===== src/rtl/descAddrPkg.sv =====
package descAddrPkg;
  typedef struct packed {
    logic [4:0] termAddr;
    logic       tr;
    logic [4:0] subAddr;
    logic [4:0] wcMc;
  } cmdFields_t;

  typedef struct packed {
    logic loadBase;
    logic captureCmd;
  } ctrlStrobes_t;

  function automatic logic isModeSa(input logic [4:0] sa);
    return (sa == 5'd0) || (sa == 5'd31);
  endfunction
endpackage


===== src/rtl/descAddrCtrl.sv =====
module descAddrCtrl
  import descAddrPkg::*;
(
  input  logic         clk,
  input  logic         rstN,
  input  logic         cmdValid,
  input  logic         baseWe,
  output ctrlStrobes_t strobes,
  output logic         outStrobe
);
  always_comb begin
    strobes.loadBase   = baseWe;
    strobes.captureCmd = cmdValid;
  end

  always_ff @(posedge clk) begin
    if (!rstN) outStrobe <= 1'b0;
    else       outStrobe <= cmdValid;
  end
endmodule


===== src/rtl/descAddrPath.sv =====
module descAddrPath
  import descAddrPkg::*;
#(
  parameter int ADDR_W      = 16,
  parameter int DESC_SHIFT  = 2,
  parameter logic [ADDR_W-1:0] MODE_REGION = 16'h0100,
  parameter logic [ADDR_W-1:0] BASE_RESET  = 16'h0400
) (
  input  logic              clk,
  input  logic              rstN,
  input  ctrlStrobes_t      strobes,
  input  logic [15:0]       cmdWord,
  input  logic [ADDR_W-1:0] baseIn,
  output logic [ADDR_W-1:0] descAddr,
  output logic              modeFlag,
  output logic              rxSubFlag
);
  localparam int IDX_W = 6;
  localparam int PAD_W = ADDR_W - IDX_W - DESC_SHIFT;

  cmdFields_t        fields;
  logic [ADDR_W-1:0] baseReg;
  logic              isMode;
  logic [IDX_W-1:0]  slotIdx;
  logic [ADDR_W-1:0] slotOfs;
  logic [ADDR_W-1:0] regionOfs;
  logic [ADDR_W-1:0] nextAddr;

  assign fields  = cmdFields_t'(cmdWord);
  assign isMode  = isModeSa(fields.subAddr);
  assign slotIdx = {fields.tr, isMode ? fields.wcMc : fields.subAddr};

  generate
    if (DESC_SHIFT == 0) begin : gNoShift
      assign slotOfs = {{PAD_W{1'b0}}, slotIdx};
    end else begin : gShift
      assign slotOfs = {{PAD_W{1'b0}}, slotIdx, {DESC_SHIFT{1'b0}}};
    end
  endgenerate

  assign regionOfs = isMode ? MODE_REGION : '0;
  assign nextAddr  = baseReg + regionOfs + slotOfs;

  always_ff @(posedge clk) begin
    if (!rstN) baseReg <= BASE_RESET;
    else if (strobes.loadBase) baseReg <= baseIn;
  end

  always_ff @(posedge clk) begin
    if (!rstN) begin
      descAddr  <= '0;
      modeFlag  <= 1'b0;
      rxSubFlag <= 1'b0;
    end else if (strobes.captureCmd) begin
      descAddr  <= nextAddr;
      modeFlag  <= isMode;
      rxSubFlag <= !fields.tr && !isMode;
    end
  end
endmodule


===== src/rtl/descAddrGen.sv =====
module descAddrGen
  import descAddrPkg::*;
#(
  parameter int ADDR_W     = 16,
  parameter int DESC_SHIFT = 2
) (
  input  logic              clk,
  input  logic              rstN,
  input  logic              cmdValid,
  input  logic [15:0]       cmdWord,
  input  logic              baseWe,
  input  logic [ADDR_W-1:0] baseIn,
  output logic [ADDR_W-1:0] descAddr,
  output logic              modeFlag,
  output logic              rxSubFlag,
  output logic              outStrobe
);
  ctrlStrobes_t strobes;

  descAddrCtrl uCtrl (
    .clk(clk), .rstN(rstN), .cmdValid(cmdValid), .baseWe(baseWe),
    .strobes(strobes), .outStrobe(outStrobe)
  );

  descAddrPath #(.ADDR_W(ADDR_W), .DESC_SHIFT(DESC_SHIFT)) uPath (
    .clk(clk), .rstN(rstN), .strobes(strobes), .cmdWord(cmdWord),
    .baseIn(baseIn), .descAddr(descAddr), .modeFlag(modeFlag),
    .rxSubFlag(rxSubFlag)
  );
endmodule


===== config.mk =====
export PLATFORM = sky130hd
export DESIGN_NAME = descAddrGen
export DESIGN_NICKNAME = d
export VERILOG_FILES = /design/src/rtl/descAddrPkg.sv /design/src/rtl/descAddrCtrl.sv /design/src/rtl/descAddrPath.sv /design/src/rtl/descAddrGen.sv
export SDC_FILE = /design/constraint.sdc
export NUM_CORES = 1
export LEC_CHECK = 0
export ABC_AREA = 1
export CELL_PAD_IN_SITES_DETAIL_PLACEMENT = 1
export CELL_PAD_IN_SITES_GLOBAL_PLACEMENT = 1
export CORE_MARGIN = 4
export CORE_UTILIZATION = 35
export DETAILED_ROUTE_END_ITERATION = 7
export PLACE_DENSITY = 0.81
export SLEW_MARGIN = 20
export SYNTH_ARGS = -nofsm -noshare
export SYNTH_HDL_FRONTEND = slang
export SYNTH_SLANG_ARGS = --single-unit

===== constraint.sdc =====
create_clock -name clk -period 6.29 [get_ports clk]
set_input_delay 1.258 -clock clk [delete_from_list [all_inputs] [get_ports clk]]
set_output_delay 1.258 -clock clk [all_outputs]
set_load 0.02 [all_outputs]

==> flow_summary.json <==
{
  "status": "finished clean",
  "die_w_um": 82.9,
  "crit_path_frequent_cell": "nand2_1",
  "yosysWarnings": 0,
  "io_pins": 55,
  "min_path_cells": 2,
  "postRouteAntennaNets": 0,
  "ir_drop_mv": 0.107,
  "arrival_ps": 3820,
  "syn_area_per_cell_um2": 6.54,
  "first_pass_iters": 4,
  "ctsHtreeMaxLevel": 2,
  "rsz0062_at_grt": "no",
  "grt_pass1_vias": 2037,
  "finClkSkew_ps": 5.08,
  "coreArea_mm2": 0.00547,
  "portBuffers": 49,
  "numClockSinks": 35,
  "crit_fanout": 7,
  "synth_cells": 300,
  "reg2reg_depth": 10,
  "drc": 0,
  "end_kind": "register",
  "postCtsSetupBuffers": 0,
  "maxCapViolations": 0,
  "cellLeakagePower_nw": 1.25,
  "area_growth_pct": 31.4,
  "finalCritPeriodShare_pct": 57.8,
  "fin_tns_setup_ps": 0,
  "worst-path-stages": 17,
  "slew_headroom_pct": 46.4,
  "placed_cell_area_mm2": 0.00250,
  "die_area_mm2": 0.00687,
  "fmax_mhz": 275,
  "cpPeakStageDelay_ps": 470,
  "synth_cell_type_count": 29,
  "diodes": 0,
  "cts_root_buf": "clkbuf_8",
  "start_util_pct": 35.9,
  "startpoint_type": "input port",
  "cts_resized": 0,
  "via_count": 2008,
  "track_usage_pct": 16.4,
  "synth_top_area_cell": "dfxtp_1",
  "stdcell_area_mm2": 0.00258,
  "period_needed_ps": 3630,
  "grt_overflow": 0,
  "post_drt_wl_per_cell_um": 12.7,
  "critical_path_required_ps": 6480,
  "grt_pass1_wl_um": 9290,
  "syn_area_mm2": 0.00196,
  "worst-path-buf-inv": 4,
  "hold_viol_final": 0,
  "dp_hpwl_um": 4110,
  "synth_seq_cells": 35,
  "totalWireLength_um": 5370,
  "crit_type": "in2reg",
  "setup-violations-final": 0,
  "cts_tree": "yes",
  "nets": 392,
  "ys_seq_area_share_pct": 35.7,
  "synth.top_cell.area_share_pct": 35.7,
  "cts_buffer_depth": 2,
  "powerDensity_mw_per_mm2": 213,
  "place_congestion": 0.826,
  "synth_fp_nets": 344,
  "clk_pin_slew_ps": 70,
  "cp_top_family": "simple AND/OR/NAND/NOR gates",
  "grt_max_degree": 29,
  "fp.dieH_um": 82.9,
  "hold_buffers": 0,
  "viasPerCell": 4.77,
  "finalMaxSlewViolations": 0,
  "rows": 27,
  "first_iter_violations": 52,
  "path_cells": "clkdlybuf4s50_1 -> inv_1 -> a31o_2 -> nand2_2 -> inv_1 -> nand2_1 -> nand2_1 -> ha_1 -> fa_1 -> nand2_1 -> nand3_1 -> nand3_1 -> nand2_2 -> nand2_1 -> nand3_1 -> nand2_1 -> inv_1",
  "drive_gt1_share_pct": 6.59,
  "antenna_found_initial": 0,
  "cts_inserted_buffers": 5,
  "min_path_type": "reg2reg",
  "crit_slowest_cell": "clkdlybuf4s50_1",
  "max_slew.worst_pin.slew_ps": 801,
  "clk_latency_ps": 290,
  "synth_area_leaders": "dfxtp_1 (36%), nand2_1 (12%), nor2_1 (11%)"
}
[worst min-delay path: cells and delay by family (launching register included)]
family,cells,cell delay [ps]
simple gates,1,60
compound gates,1,60
flops,1,310
[area by class of cell]
cell class,count,area (µm²)
Multi-Input combinational cell,214,1050
Tap cell,72,90.1
Timing Repair Buffer,50,498
Sequential cell,35,701
Clock buffer,7,76.3
Inverter,42,158
Clock inverter,1,5.00
Fill cell,749,2890
[flip-flops by register name (all words and copies together) (netlist names)]
| name | cells |
|---|---|
| uPath.modeFlag | 1 |
| uPath.baseReg | 16 |
| uCtrl.outStrobe | 1 |
| uPath.rxSubFlag | 1 |
| uPath.descAddr | 16 |
[stage by stage]
stage / instances / hold slack, ps / worst slack [ps] / total power [mW] / util, %
after floorplan: 300 / 450 / 3170 / 0.339 / -
after detailed placement: 413 / 465 / 2380 / 0.398 / 45.7
final: 421 / 472 / 2660 / 0.551 / 47.1
after CTS: 421 / 476 / 2660 / 0.558 / 47.1
after global routing: 421 / 503 / 2480 / 0.590 / 47.1
after global placement: 413 / 460 / 2420 / 0.394 / 45.7
[path summary, 6_finish.rpt]
path                                                    start                              end  slack (ps)
worst min register to register   uPath.rxSubFlag$_SDFFE_PN0P_     uPath.rxSubFlag$_SDFFE_PN0P_         470
worst max-delay path                               cmdWord[7]  uPath.descAddr[10]$_SDFFE_PN0P_        2660
worst min-delay path             uPath.rxSubFlag$_SDFFE_PN0P_     uPath.rxSubFlag$_SDFFE_PN0P_         470
worst max register to register  uPath.baseReg[2]$_SDFFE_PN0P_  uPath.descAddr[10]$_SDFFE_PN0P_        4460
[layer usage]
metal  vias to the layer above  routed length, µm  track usage [%]
met4                         0                 80             5.35
met3                         9                192             3.87
met1                       926               2650             20.9
met2                        39               2450             27.3
li1                       1034                  -                -
met5                         -                  0                0
[cells in the final DEF, fill, tap and decap left out, types with 7 or more instances in the layout]
cell,instances
nand2_1,61
nor2_1,56
clkdlybuf4s50_1,49
inv_1,40
dfxtp_1,35
nand3_1,26
o21ai_0,26
a21oi_1,10
nand2_2,7
ha_1,7
[logic make-up after synthesis]
family / count (synthesis) / synth area share, %
xor gates and xnor gates: 3 / 1.34
DFF: 35 / 35.7
adders and majority gates: 8 / 5.48
and+or+nand+nor: 161 / 35.4
AOI/OAI and AO/OA: 42 / 11.3
buffers and inverters: 51 / 10.7
[cells in the mapped netlist, drive strengths merged]
master and n:
nand3 26, nor2 58, and2 2, inv 42, o21ai 28, clkbuf 7, a31o 1, nor3 2
nand3b 1, nand4 3, ha 7, o21a 1, a21oi 11, o211ai 1, dfxtp 35, buf 2
xor2 3, or2 1, fa 1, nand2 68
[where the power goes]
group	internal, mW	switching (mW)
combinational	0.0643	0.0794
sequential	0.239	0.0105
clock	0.0777	0.0802
Power figures use the tool's default switching activity.
